[config.mk]
export PLATFORM = sky130hd
export DESIGN_NAME = spi_shift_conv
export DESIGN_NICKNAME = d
export VERILOG_FILES = /design/src/rtl/spi_conv_pkg.sv /design/src/rtl/spi_edge_detect.sv /design/src/rtl/spi_load_mux.sv /design/src/rtl/spi_pad_mux.sv /design/src/rtl/spi_shift_conv.sv
export SDC_FILE = /design/constraint.sdc
export NUM_CORES = 1
export LEC_CHECK = 0
export BUFFER_PORTS_ARGS = -buffer_cell sky130_fd_sc_hd__buf_2
export CORE_ASPECT_RATIO = 1.25
export CORE_MARGIN = 2
export CORE_UTILIZATION = 45
export CTS_BUF_LIST = sky130_fd_sc_hd__clkbuf_16
export DETAILED_ROUTE_END_ITERATION = 10
export GPL_ROUTABILITY_DRIVEN = 0
export MAX_ROUTING_LAYER = met4
export PLACE_DENSITY_LB_ADDON = 0.1
export SLEW_MARGIN = 20
export SYNTH_ARGS = -nofsm -noshare
export SYNTH_HDL_FRONTEND = slang
export SYNTH_SLANG_ARGS = --single-unit
[constraint.sdc]
create_clock -name clk -period 2.5 [get_ports clk]
set_clock_uncertainty 0.2 [all_clocks]
set_input_delay 0.375 -clock clk [delete_from_list [all_inputs] [get_ports clk]]
set_output_delay 0.375 -clock clk [all_outputs]
set_load 0.01 [all_outputs]
[src/rtl/spi_conv_pkg.sv]
`timescale 1ns/1ps
package spi_conv_pkg;
    typedef enum logic [1:0] {
        PATH_CONV_0  = 2'b00,
        PATH_CONV_1  = 2'b01,
        PATH_SHIFT_0 = 2'b10,
        PATH_SHIFT_1 = 2'b11
    } path_e;

    function automatic logic path_is_shift(input logic [1:0] code);
        return (code == PATH_SHIFT_0) || (code == PATH_SHIFT_1);
    endfunction
endpackage

[src/rtl/spi_edge_detect.sv]
`timescale 1ns/1ps
module spi_edge_detect (
    input  logic clk,
    input  logic rst_n,
    input  logic sclk,
    input  logic cs_n,
    output logic sclk_rise,
    output logic sclk_fall,
    output logic cs_fall,
    output logic cs_idle_q
);
    typedef struct packed {
        logic sclk;
        logic cs_n;
    } edge_t;

    edge_t edge_d, edge_q;

    always_comb begin
        edge_d      = edge_q;
        edge_d.sclk = sclk;
        edge_d.cs_n = cs_n;
    end

    always_ff @(posedge clk or negedge rst_n) begin
        if (!rst_n) begin
            edge_q.sclk <= 1'b0;
            edge_q.cs_n <= 1'b1;
        end else begin
            edge_q <= edge_d;
        end
    end

    assign sclk_rise = sclk & ~edge_q.sclk;
    assign sclk_fall = ~sclk & edge_q.sclk;
    assign cs_fall   = ~cs_n & edge_q.cs_n;
    assign cs_idle_q = edge_q.cs_n;
endmodule

[src/rtl/spi_load_mux.sv]
`timescale 1ns/1ps
module spi_load_mux #(
    parameter int BYTE_W = 8,
    localparam int WORD_W = 2 * BYTE_W
) (
    input  logic              len16,
    input  logic              use_conv,
    input  logic [BYTE_W-1:0] src_a,
    input  logic [BYTE_W-1:0] src_b,
    input  logic [BYTE_W-1:0] conv_data,
    output logic [WORD_W-1:0] load_word
);
    logic [BYTE_W-1:0] short_byte;

    always_comb begin
        short_byte = use_conv ? conv_data : src_a;
        if (len16) begin
            load_word = {src_a, src_b};
        end else begin
            load_word = {short_byte, {BYTE_W{1'b0}}};
        end
    end
endmodule

[src/rtl/spi_pad_mux.sv]
`timescale 1ns/1ps
module spi_pad_mux
    import spi_conv_pkg::*;
(
    input  logic       dir_out,
    input  logic [1:0] path,
    input  logic       cs_idle_q,
    input  logic       shift_bit,
    input  logic       conv_sdo,
    output logic       pad_out,
    output logic       pad_oe
);
    always_comb begin
        pad_out = path_is_shift(path) ? shift_bit : conv_sdo;
        pad_oe  = dir_out & ~cs_idle_q;
    end
endmodule

[src/rtl/spi_shift_conv.sv]
`timescale 1ns/1ps
module spi_shift_conv #(
    parameter int BYTE_W = 8,
    localparam int WORD_W = 2 * BYTE_W,
    localparam int CNT_W  = $clog2(WORD_W + 1)
) (
    input  logic              clk,
    input  logic              rst_n,
    input  logic              spi_clk,
    input  logic              spi_cs_n,
    input  logic              cfg_xmit,
    input  logic              cfg_len16,
    input  logic              cfg_src_conv,
    input  logic              cfg_dir_out,
    input  logic [1:0]        cfg_path,
    input  logic [BYTE_W-1:0] src_a,
    input  logic [BYTE_W-1:0] src_b,
    input  logic [BYTE_W-1:0] conv_data,
    input  logic              conv_sdo,
    input  logic              pad_in,
    output logic              pad_out,
    output logic              pad_oe,
    output logic [WORD_W-1:0] par_out
);
    localparam logic [CNT_W-1:0] FULL_CNT  = CNT_W'(WORD_W);
    localparam logic [CNT_W-1:0] SHORT_CNT = CNT_W'(BYTE_W);
    localparam logic [CNT_W-1:0] LAST_CNT  = CNT_W'(WORD_W - 1);

    typedef struct packed {
        logic [WORD_W-1:0] shreg;
        logic [CNT_W-1:0]  cnt;
        logic [WORD_W-1:0] par;
    } core_t;

    core_t core_d, core_q;

    logic              sclk_rise, sclk_fall, cs_fall, cs_idle_q;
    logic [WORD_W-1:0] load_word;
    logic [CNT_W-1:0]  tx_limit;
    logic [CNT_W-1:0]  bit_cnt;

    spi_edge_detect u_edge (
        .clk       (clk),
        .rst_n     (rst_n),
        .sclk      (spi_clk),
        .cs_n      (spi_cs_n),
        .sclk_rise (sclk_rise),
        .sclk_fall (sclk_fall),
        .cs_fall   (cs_fall),
        .cs_idle_q (cs_idle_q)
    );

    spi_load_mux #(.BYTE_W(BYTE_W)) u_load (
        .len16     (cfg_len16),
        .use_conv  (cfg_src_conv),
        .src_a     (src_a),
        .src_b     (src_b),
        .conv_data (conv_data),
        .load_word (load_word)
    );

    spi_pad_mux u_pad (
        .dir_out   (cfg_dir_out),
        .path      (cfg_path),
        .cs_idle_q (cs_idle_q),
        .shift_bit (core_q.shreg[WORD_W-1]),
        .conv_sdo  (conv_sdo),
        .pad_out   (pad_out),
        .pad_oe    (pad_oe)
    );

    assign tx_limit = cfg_len16 ? FULL_CNT : SHORT_CNT;

    always_comb begin
        core_d = core_q;
        if (cs_fall) begin
            // start of transfer: clear count, load word when transmitting
            core_d.cnt = '0;
            if (cfg_xmit) begin
                core_d.shreg = load_word;
            end
        end else if (!spi_cs_n) begin
            if (!cfg_xmit) begin
                if (sclk_rise && (core_q.cnt < FULL_CNT)) begin
                    core_d.shreg = {core_q.shreg[WORD_W-2:0], pad_in};
                    core_d.cnt   = core_q.cnt + 1'b1;
                    if (core_q.cnt == LAST_CNT) begin
                        core_d.par = {core_q.shreg[WORD_W-2:0], pad_in};
                    end
                end
            end else begin
                if (sclk_rise && (core_q.cnt < tx_limit)) begin
                    core_d.cnt = core_q.cnt + 1'b1;
                end
                // next bit moves up once the master has sampled a bit
                if (sclk_fall && (core_q.cnt != '0)) begin
                    core_d.shreg = {core_q.shreg[WORD_W-2:0], 1'b0};
                end
            end
        end
    end

    always_ff @(posedge clk or negedge rst_n) begin
        if (!rst_n) begin
            core_q <= '0;
        end else begin
            core_q <= core_d;
        end
    end

    assign par_out = core_q.par;
    assign bit_cnt = core_q.cnt;
endmodule

==> impl_results.md, run 1 <==
- Least-Margin Pin Slew: 0.979 ns
- Sw power: 0.399 mW
- VDD IR max: 0.000461 V
- Proportion of layout cells with a drive suffix above 1: 46.4%
- Die area: 0.00537 mm2
- Cell Rows: 28
- Syn Inst Count: 179
- Fmax: 0.473 GHz
- Post-Syn Nets: 219
- Area of the multi-input gates: 973 um2
- Die H: 81.4 um
- Via density: 5.43
- Port bufs: 52
- Core Area: 0.00469 mm2
- Die W: 65.9 um
- Worst R2R Setup Slack: 0.39 ns
- Number of distinct library cells after synthesis: 39
- Status: completed
- I/O pin cnt: 54
- Critical Path RT: 2.46 ns
- Yosys warning count: 0
- Cell count of the worst reg-to-reg path: 5
- Detailed Place HPWL: 3220 um
- Synth Register Bits: 39
- Internal power: 1.18 mW
- Cell area after layout: 0.00249 mm2
- Area contributors post-synth: dfrtp_1 (44%), mux2_2 (12%), mux2_4 (7.0%)
- Syn avg cell area: 12.1 um2
- Pin count of the biggest net entering global routing: 40
- Max_slew headroom: 34.2%
- Worst-Skew Late Latency: 0.28 ns
- CTS root buf: clkbuf_16
- Yosys top cell area share: 44.1%
- Leak Pwr: 1.26 nW
- Post-cts repair resize count: 0
- CTS H-tree lvls: 2
- Clock Pin Slew Worst Setup and Hold Paths: 0.06 ns
- Reg-to-reg endpoint: par_out[1]$_DFFE_PN0P_
- WL/cell: 15.7 um
- # diodes: 0
- Clk sinks: 39
- Max-cap violations: 0
- Worst setup SP type: flip-flop
- Post-route ant nets: 0
- Sequential element share of the synthesized area: 45.3%
- Synth-to-layout area growth: 15.2%
- Sequential power share: 46.5%
- Sequential Area: 977 um2
- Final setup vio count: 0
- Routed wire length: 4390 um
- Total grt overflow: 0
- Synth area leader: dfrtp_1
- Most frequent cells in the layout: buf_2 (52), dfrtp_1 (38), mux2_2 (23)
- Post-synth EDFFs: 0
- Overall Power: 1.58 mW
- Sw Ratio: 25.3%
- CTS Buffer Depth: 2
- Minimum clock period: 2.11 ns
- RSZ-0062 raised after global routing: false
- DR pass1 iterations: 4
- Drt drc: 0
- WHS: 0.00715 ns
- Max stage delay on crit path: 0.42 ns
- Post-CTS setup buffers: 0
- Via count of the first global-routing pass: 1,569
- PwrDens: 633 mW/mm2
- Critical Path AT: 2.08 ns
- Drt first-iter violations: 70
- CTS tree: built
- Most common cell after layout, fill and taps aside: buf_2
- Nets: 259
- Antenna violations before repair: 0
- Final Core Density: 53.0%
- Critical R2R Launch: bit_cnt[0]$_DFFE_PN0P_
- Logic pwr share: 14.6%
- Slew Limit Fails: 0
- Async set-or-reset flop fraction in the synthesized netlist: 100%
- Worst-path cell chain: ha_1 > and3_1 > ha_1 > nand2_2 > mux2_2
- Fin crit share: 84.6%
- Post-CTS Hold Buffers: 0
- Initial Util: 46.0%
- Slowest cell on crit path: dfrtp_1
- Clk pwr share: 38.8%
- Mapped Area: 0.00216 mm2
- Most frequent CP cell: ha_1
- Critical path class: reg -> reg
- GRT Resource Usage Total: 18.8%
- Fillers: 449
- Vias after detailed routing: 1,520
- Min-delay worst type: in -> async
- First-pass GRT wire length: 7350 um
- Setup TNS Final: 0 ns
- Hold Vio Cnt, Final: 0
- Placed inst area: 0.00235 mm2
- Synth Flop Type: dfrtp_1
- Num CTS Buffers: 5
- Crit path capture type: flip-flop
- CP Max Fanout: 16
[power by group through the flow]
stage | clock network (mW) | logic [mW] | registers [mW]
floorplan | 0 | 0.161 | 0.728
global placement | 0 | 0.221 | 0.740
detailed placement | 0 | 0.234 | 0.743
CTS | 0.616 | 0.235 | 0.733
global route | 0.657 | 0.255 | 0.742
finish | 0.612 | 0.230 | 0.733
[layer usage]
| metal | track usage (%) | vias up | share of wire (%) |
|---|---|---|---|
| met3 | 3.70 | 12 | 5.0 |
| li1 | - | 720 | - |
| met1 | 21.9 | 737 | 42 |
| met2 | 32.1 | 51 | 51 |
| met5 | - | - | 0 |
| met4 | 7.35 | 0 | 2.4 |
[worst max path at each step]
stage	startpoint	endpoint	slack, ns	cells after the start
floorplan	spi_cs_n	core_q[26]$_DFFE_PN0P_	0.54	7
global placement	spi_cs_n	core_q[23]$_DFFE_PN0P_	0.34	5
detailed placement	spi_cs_n	core_q[23]$_DFFE_PN0P_	0.28	5
CTS	bit_cnt[0]$_DFFE_PN0P_	par_out[1]$_DFFE_PN0P_	0.37	5
global route	bit_cnt[0]$_DFFE_PN0P_	core_q[23]$_DFFE_PN0P_	0.27	7
finish	bit_cnt[0]$_DFFE_PN0P_	par_out[1]$_DFFE_PN0P_	0.39	5
[Yosys cell counts (all sizes together), types with 2 or more instances]
cell,count
dfrtp,38
mux2,33
buf,21
nor2,10
a211oi,8
mux2i,8
a22o,7
inv,6
nand2,6
ha,4
nor2b,4
clkbuf,3
nand2b,3
nand4,3
o21ai,3
nand3,2
nor3,2
nor4,2
o311ai,2
or4,2
[flip-flops by register name (all words and copies together) (netlist names)]
signal,flops
u_edge.edge_q,1
bit_cnt,5
u_edge.cs_idle_q,1
core_q,16
par_out,16
[worst max-delay path, delay by kind of cell (launching register included)]
| family | cells | cell delay, ns |
|---|---|---|
| flip-flops | 1 | 0.42 |
| multiplexers | 1 | 0.40 |
| AND/OR/NAND/NOR | 2 | 0.54 |
| adder cells (fa/ha/maj) | 2 | 0.43 |
[cell type report]
type                    count  share of cell area [%]
repair buffers             57                    12.0
inverters                   6                   0.905
well taps                  60                    3.02
clock buffers               5                    5.03
flip-flops and latches     39                    39.3
multi-input cells         110                    39.1
clock inverters             3                   0.654
[cells by family after synthesis]
| family | after synthesis | synth area share (%) |
|---|---|---|
| AND/OR/NAND/NOR | 37 | 10.1 |
| buffers and inverters | 30 | 9.62 |
| flip-flops | 39 | 45.3 |
| AO/OA/AOI/OAI | 28 | 10.0 |
| adder cells (fa/ha/maj) | 4 | 2.32 |
| multiplexers | 41 | 22.7 |
[metrics by stage]
step	cells	setup WS, ns
final	280	0.385
after detailed placement	272	0.275
after global routing	280	0.274
after floorplan	179	0.539
after global placement	272	0.344
after CTS	280	0.369
Note: power is estimated with default switching activity, not from simulation.
==> inputs of run 2 (changes only) <==
--- a/config.mk
+++ b/config.mk
@@ -5,6 +5,7 @@
 export SDC_FILE = /design/constraint.sdc
 export NUM_CORES = 1
 export LEC_CHECK = 0
+export ABC_AREA = 1
 export BUFFER_PORTS_ARGS = -buffer_cell sky130_fd_sc_hd__buf_2
 export CORE_ASPECT_RATIO = 1.25
 export CORE_MARGIN = 2
==> constraint.sdc (replaced) <==
create_clock -name clk -period 1.8 [get_ports clk]
set_clock_uncertainty 0.2 [all_clocks]
set_input_delay 0.27 -clock clk [delete_from_list [all_inputs] [get_ports clk]]
set_output_delay 0.27 -clock clk [all_outputs]
set_load 0.01 [all_outputs]
==> run 2 against run 1 <==
  * Non-clock buffer count increased by 6
  * Flip-flop and latch count stayed put
  * Die area decreased by 0.50%
  * Sequential share of layout area fell by 2.1 points
  * Via count rose by 21%
  * Synthesized cell count grew 61%
  * Cell count rose by 42%
  * Utilization grew 3.5 points
  * Global-route usage is 0.15 points higher
==> impl_results.md, run 2 <==
- Status: completed (unchanged)
- Post-CTS setup buffers: 0 (unchanged)
- Sequential element share of the synthesized area: 45.5% (was 45.3%)
- Critical path class: reg -> reg (unchanged)
- # diodes: 0 (unchanged)
- Die W: 65.8 um (was 65.9 um)
- DR pass1 iterations: 4 (unchanged)
- Top cells by count, synth: nand2_1 (113), dfrtp_1 (38), inv_1 (38) (was dfrtp_1 (38), mux2_2 (23), buf_4 (16))
- Logic pwr share: 13.0% (was 14.6%)
- Sw power: 0.567 mW (was 0.399 mW)
- Setup ws final: 0.127 ns (was 0.385 ns)
- Synth Register Bits: 39 (unchanged)
- Most frequent cells in the layout: nand2_1 (112), buf_2 (52), inv_1 (38), dfrtp_1 (38), nor2_1 (17) (was buf_2 (52), dfrtp_1 (38), mux2_2 (23))
- Overall Power: 2.42 mW (was 1.58 mW)
- Cell Count, Final, Fillers Out: 397 (was 280)
- Worst-Skew Late Latency: 0.28 ns (about the same)
- Setup TNS Final: 0 ns (unchanged)
- Max-cap violations: 0 (unchanged)
- Drt drc: 0 (unchanged)
- Proportion of layout cells with a drive suffix above 1: 23.4% (was 46.4%)
- Cell Rows: 28 (unchanged)
- CP Max Fanout: 32 (was 16)
- Fin crit share: 92.9% (was 84.6%)
- Critical R2R Launch: bit_cnt[1]$_DFFE_PN0P_ (was bit_cnt[0]$_DFFE_PN0P_)
- Number of distinct library cells after synthesis: 22 (was 39)
- RSZ-0062 raised after global routing: false (unchanged)
- Worst min-delay path startpoint: pad_in
- Worst R2R Setup Slack: 0.13 ns (was 0.39 ns)
- DP Cell Count: 385 (was 272)
- Drt first-iter violations: 58 (was 70)
- Syn avg cell area: 7.43 um2 (was 12.1 um2)
- Reg-to-reg endpoint: par_out[13]$_DFFE_PN0P_ (was par_out[1]$_DFFE_PN0P_)
- Via count of the first global-routing pass: 1,747 (was 1,569)
- Clk sinks: 39 (unchanged)
- CTS tree: built (unchanged)
- I/O pin cnt: 54 (unchanged)
- Synth-to-layout area growth: 22.5% (was 15.2%)
- Clock Pin Slew Worst Setup and Hold Paths: 0.06 ns (about the same)
- Yosys warning count: 0 (unchanged)
- PwrDens: 920 mW/mm2 (was 633 mW/mm2)
- Routed wire length: 4450 um (was 4390 um)
- VDD IR max: 0.000643 V (was 0.000461 V)
- CTS H-tree lvls: 2 (unchanged)
- Area contributors post-synth: dfrtp_1 (44%), nand2_1 (20%), inv_1 (6.6%) (was dfrtp_1 (44%), mux2_2 (12%), mux2_4 (7.0%))
- Leak Pwr: 1.46 nW (was 1.26 nW)
- Sw Ratio: 23.4% (was 25.3%)
- Total grt overflow: 0 (unchanged)
- Post-Synth Simple-Gate Area: 27.4% (was 10.1%)
- Placed inst area: 0.00239 mm2 (was 0.00235 mm2)
- Largest family of logic cells by synthesized area: simple AND/OR/NAND/NOR gates (was multiplexers)
- Fmax: 0.598 GHz (was 0.473 GHz)
- Pin count of the biggest net entering global routing: 40 (unchanged)
- Post-Syn Nets: 329 (was 219)
- Minimum clock period: 1.67 ns (was 2.11 ns)
- Hold Vio Cnt, Final: 0 (unchanged)
- Internal power: 1.85 mW (was 1.18 mW)
- Port bufs: 52 (unchanged)
- Final setup vio count: 0 (unchanged)
- First-pass GRT wire length: 7600 um (was 7350 um)
- Vias after detailed routing: 1,842 (was 1,520)
- Least-Margin Pin Slew: 0.491 ns (was 0.979 ns)
- Post-route ant nets: 0 (unchanged)
- WL/cell: 11.2 um (was 15.7 um)
- Critical Path AT: 1.64 ns (was 2.08 ns)
- Nets: 376 (was 259)
- Clk pwr share: 46.3% (was 38.8%)
- Adder-cell area share of the yosys netlist: 2.33% (was 2.32%)
- Async set-or-reset flop fraction in the synthesized netlist: 100% (unchanged)
- Worst setup SP type: flip-flop (unchanged)
- Post-Place Worst Slack: 0.121 ns (was 0.275 ns)
- Sequential Area: 977 um2 (unchanged)
- Yosys top cell area share: 44.3% (was 44.1%)
- Post-synthesis compound-gate area fraction: 9.03% (was 10.0%)
- CTS Buffer Depth: 2 (unchanged)
- Slew Limit Fails: 0 (unchanged)
- Antenna violations before repair: 0 (unchanged)
- Max_slew headroom: 67.3% (was 34.2%)
- Via density: 4.64 (was 5.43)
- Synth Flop Type: dfrtp_1 (unchanged)
- Detailed Place HPWL: 3200 um (was 3220 um)
- Sequential power share: 40.6% (was 46.5%)
- Num CTS Buffers: 5 (unchanged)
- Initial Util: 46.1% (was 46.0%)
- Core Area: 0.00466 mm2 (was 0.00469 mm2)
- Hold depth: 3
- WHS Endpoint: par_out[0]$_DFFE_PN0P_
- Post-synth EDFFs: 0 (unchanged)
- Crit path capture type: flip-flop (unchanged)
- Mux share of post-synthesis cell area: 0.524% (was 22.7%)
- Most common cell after layout, fill and taps aside: nand2_1 (was buf_2)
- Synth area leader: dfrtp_1 (unchanged)
- GRT Resource Usage Total: 19.0% (was 18.8%)
- CTS root buf: clkbuf_16 (unchanged)
- Area of the multi-input gates: 871 um2 (was 973 um2)
- Syn Inst Count: 289 (was 179)
- Die area: 0.00534 mm2 (was 0.00537 mm2)
- Cell area after layout: 0.00263 mm2 (was 0.00249 mm2)
- XOR/XNOR Fraction of Synth Area: 0.408% (was 0%)
- Cell count of the worst reg-to-reg path: 8 (was 5)
- Critical Path RT: 1.76 ns (was 2.46 ns)
- Min-delay worst type: in -> reg (was in -> async)
- Fillers: 474 (was 449)
- Mapped Area: 0.00215 mm2 (was 0.00216 mm2)
- Die H: 81.2 um (was 81.4 um)
- Count leader, synth: nand2_1 (was dfrtp_1)
==> run 2: metrics by stage <==
stage	hold WS [ns]	utilization, %
floorplan	-0.226	-
global placement	0.155	51.3
detailed placement	0.157	51.3
CTS	0.0469	56.0
global route	0.0584	56.4
finish	0.0539	56.4
==> run 2: worst max path at each step <==
stage,from,end,slack (ns),depth (start not counted)
6_report,bit_cnt[1]$_DFFE_PN0P_,par_out[13]$_DFFE_PN0P_,0.13,8
3_5_place_dp,bit_cnt[1]$_DFFE_PN0P_,par_out[13]$_DFFE_PN0P_,0.12,8
3_3_place_gp,bit_cnt[0]$_DFFE_PN0P_,par_out[14]$_DFFE_PN0P_,0.14,8
2_1_floorplan,bit_cnt[0]$_DFFE_PN0P_,par_out[15]$_DFFE_PN0P_,0.25,8
4_1_cts,spi_clk,core_q[29]$_DFFE_PN0P_,0.06,9
5_1_grt,spi_clk,core_q[36]$_DFFE_PN0P_,0.005,9
==> run 2: worst max-delay path, stage by stage, from the launching register on <==
cell and delay (ns):
dfrtp_1 0.41, ha_1 0.21, nand2_1 0.06, nor2_1 0.10, ha_1 0.16, nand3_2 0.10
buf_12 0.18, nand2_1 0.07, o21ai_1 0.06
==> run 2: cell type report <==
class                   instances  area share (%)
flip-flops and latches         39            37.2
multi-input cells             189            33.1
repair buffers                 63            14.3
inverters                      38            5.42
clock buffers                   5            4.76
well taps                      60            2.85
clock inverters                 3            2.43
==> run 2: repair_timing <==
item                                    4_1_cts  5_1_grt
endpoints found under the setup margin        0       22
endpoints found under the hold margin        40        0
resized for setup                             0        4
hold buffers                                  3        0
==> run 2: layer usage <==
metal  wire, um  vias up  global-route usage [%]
met4         54        0                    5.63
met1       2070      832                    22.9
met2       2160       30                    32.3
li1           -      973                       -
met3        160        7                    3.32
met5          0        -                       -
==> run 2: power by group through the flow <==
stage	combinational [mW]	clock, mW	sequential, mW
after floorplan	0.190	0	0.988
after global placement	0.302	0	0.997
after detailed placement	0.308	0	0.999
after CTS	0.315	1.15	0.984
after global routing	0.370	1.18	0.993
final	0.315	1.12	0.984
==> run 2: cells by family (layout without fill, tap and decap cells) <==
| family | count (synthesis) | count (layout) |
|---|---|---|
| mux | 1 | 1 |
| buf+inv | 62 | 109 |
| fa+ha+maj | 4 | 4 |
| xor+xnor | 1 | 1 |
| compound gates | 36 | 36 |
| simple gates | 146 | 147 |
| flops | 39 | 39 |
==> inputs of run 3 (changes only) <==
==> constraint.sdc (replaced) <==
create_clock -name clk -period 1.86 [get_ports clk]
set_clock_uncertainty 0.2 [all_clocks]
set_input_delay 0.279 -clock clk [delete_from_list [all_inputs] [get_ports clk]]
set_output_delay 0.279 -clock clk [all_outputs]
set_load 0.01 [all_outputs]
==> run 3 against run 2 <==
  * Register-to-register slack better by 0.07 ns
  * Cell count is 0.50% lower
  * Combinational power is 5% lower
  * Critical path depth stayed put
  * Worst hold slack better by 0.012 ns
  * Power is 9.6% lower
  * Worst setup slack worse by 0.0022 ns
  * Count of clock-buffer cells in the layout stayed put
  * Non-clock buffer count is 1 lower
  * Sequential power is 3.3% lower
  * Wire length is 1.1% lower
  * Largest cell class unchanged
  * Largest power group is now sequential cells
  * Highest routed layer unchanged
==> impl_results.md, run 3 (synthesis gave the netlist of run 2 again) <==
- Detailed Place HPWL: 3310 um (was 3200 um)
- First-pass GRT wire length: 7710 um (was 7600 um)
- CTS Buffer Depth: 2 (unchanged)
- Port bufs: 52 (unchanged)
- Worst-Skew Late Latency: 0.27 ns (was 0.28 ns)
- Internal power: 1.65 mW (was 1.85 mW)
- Placed inst area: 0.00238 mm2 (was 0.00239 mm2)
- DP Cell Count: 384 (was 385)
- Max-cap violations: 0 (unchanged)
- Post-Place Worst Slack: 0.118 ns (was 0.121 ns)
- Hold Vio Cnt, Final: 0 (unchanged)
- Leak Pwr: 1.44 nW (was 1.46 nW)
- Critical R2R Launch: bit_cnt[1]$_DFFE_PN0P_ (unchanged)
- Drt drc: 0 (unchanged)
- Clk pwr share: 42.8% (was 46.3%)
- Sw Ratio: 24.4% (was 23.4%)
- CTS root buf: clkbuf_16 (unchanged)
- Nets: 374 (was 376)
- Clock Pin Slew Worst Setup and Hold Paths: 0.05 ns (was 0.06 ns)
- Critical Path RT: 1.87 ns (was 1.76 ns)
- Worst min-delay path startpoint: pad_in (unchanged)
- Proportion of layout cells with a drive suffix above 1: 22.4% (was 23.4%)
- Synth-to-layout area growth: 20.6% (was 22.5%)
- VDD IR max: 0.000483 V (was 0.000643 V)
- WHS: 0.0654 ns (was 0.0539 ns)
- Via density: 4.66 (was 4.64)
- Final Core Density: 55.6% (was 56.4%)
- CTS tree: built (unchanged)
- Cell count of the worst reg-to-reg path: 8 (unchanged)
- Logic pwr share: 13.7% (was 13.0%)
- Cell area after layout: 0.00259 mm2 (was 0.00263 mm2)
- Crit path capture type: flip-flop (unchanged)
- I/O pin cnt: 54 (unchanged)
- Sequential power share: 43.5% (was 40.6%)
- Least-Margin Pin Slew: 0.462 ns (was 0.491 ns)
- Setup ws final: 0.125 ns (was 0.127 ns)
- Worst setup SP type: primary input (was flip-flop)
- Drt first-iter violations: 80 (was 58)
- Vias after detailed routing: 1,842 (unchanged)
- RSZ-0062 raised after global routing: true (was false)
- Sw power: 0.534 mW (was 0.567 mW)
- CP Max Fanout: 16 (was 32)
- Antenna violations before repair: 0 (unchanged)
- DR pass1 iterations: 4 (unchanged)
- Slew Limit Fails: 0 (unchanged)
- GRT Resource Usage Total: 19.5% (was 19.0%)
- Fmax: 0.576 GHz
- Max_slew headroom: 69.1% (was 67.3%)
- Core Area: 0.00466 mm2 (unchanged)
- Total grt overflow: 0 (unchanged)
- WL/cell: 11.1 um (was 11.2 um)
- Minimum clock period: 1.74 ns
- PwrDens: 845 mW/mm2 (was 920 mW/mm2)
- Fin crit share: 93.3%
- Routed wire length: 4400 um (was 4450 um)
- Pin count of the biggest net entering global routing: 33 (was 40)
- Initial Util: 46.1% (unchanged)
- Final setup vio count: 0 (unchanged)
- WHS Endpoint: par_out[0]$_DFFE_PN0P_ (unchanged)
- Min-delay worst type: in -> reg (unchanged)
- Die W: 65.8 um (unchanged)
- Die area: 0.00534 mm2 (unchanged)
- Critical path class: in -> reg (was reg -> reg)
- Fillers: 478 (was 474)
- CTS H-tree lvls: 2 (unchanged)
- Overall Power: 2.19 mW (was 2.42 mW)
- Via count of the first global-routing pass: 1,771 (was 1,747)
- Die H: 81.2 um (unchanged)
- Most common cell after layout, fill and taps aside: nand2_1 (unchanged)
- Num CTS Buffers: 5 (unchanged)
- Post-route ant nets: 0 (unchanged)
- Most frequent cells in the layout: nand2_1 (113), buf_2 (52), dfrtp_1 (38) (was nand2_1 (112), buf_2 (52), inv_1 (38), dfrtp_1 (38), nor2_1 (17))
- Reg-to-reg endpoint: par_out[9]$_DFFE_PN0P_ (was par_out[13]$_DFFE_PN0P_)
- Clk sinks: 39 (unchanged)
- # diodes: 0 (unchanged)
- Cell Rows: 28 (unchanged)
- Critical Path AT: 1.75 ns (was 1.64 ns)
- Setup TNS Final: 0 ns (unchanged)
- Post-CTS setup buffers: 0 (unchanged)
- Cell Count, Final, Fillers Out: 395 (was 397)
- Status: completed (unchanged)
- Worst R2R Setup Slack: 0.20 ns (was 0.13 ns)
- Hold depth: 3 (unchanged)
==> run 3: changes by cell type in the layout (fill, tap and decap cells not counted), sizes merged <==
cell,before,now
clkinv,0,2
nand2,115,114
bufinv,2,1
inv,39,38
buf,60,59
==> run 3: worst max-delay path by stage <==
stage                                from                      end  cells after the start
5_1_grt                           spi_clk   par_out[1]$_DFFE_PN0P_                      8
2_1_floorplan      bit_cnt[0]$_DFFE_PN0P_  par_out[15]$_DFFE_PN0P_                      8
6_report                         spi_cs_n   core_q[23]$_DFFE_PN0P_                      8
3_5_place_dp   u_edge.cs_idle_q$_DFF_PN1_   core_q[23]$_DFFE_PN0P_                      7
4_1_cts                          spi_cs_n   core_q[23]$_DFFE_PN0P_                      8
3_3_place_gp   u_edge.cs_idle_q$_DFF_PN1_   core_q[36]$_DFFE_PN0P_                      7
==> run 3: power groups by stage <==
| stage | Sequential [mW] | Clock [mW] | Combinational (mW) |
|---|---|---|---|
| global placement | 0.965 | 0 | 0.292 |
| global route | 0.960 | 1.00 | 0.350 |
| CTS | 0.952 | 0.964 | 0.302 |
| finish | 0.952 | 0.935 | 0.300 |
| floorplan | 0.956 | 0 | 0.184 |
| detailed placement | 0.966 | 0 | 0.295 |
==> run 3: layout make-up <==
cell class	count	area [um2]	area share (%)
Inverter	38	143	5.51
Tap cell	60	75.1	2.90
Multi-Input combinational cell	188	862	33.3
Sequential cell	39	977	37.7
Clock inverter	3	38.8	1.50
Timing Repair Buffer	62	368	14.2
Clock buffer	5	125	4.83
==> run 3: critical path, cell delays in order <==
cell and delay (ns):
dlygate4sd3_1 0.52, buf_2 0.20, nor2_4 0.07, nor2_1 0.19, nand2_1 0.13, nand2_4 0.19
nand2_1 0.09, nand2_1 0.07
==> run 3: timing repair <==
| action | CTS | global route |
|---|---|---|
| resized for setup | 0 | 3 |
| hold buffers | 3 | 0 |
| endpoints found under the setup margin | 0 | 18 |
| hold endpoints to repair | 16 | 0 |
==> run 3: per-layer routing <==
layer	routed length [um]	share of wire, %	global-route usage [%]
met1	2010	46	23.3
met2	2180	50	33.5
met3	180	4.1	3.74
met4	27	0.61	5.00
met5	0	0	-
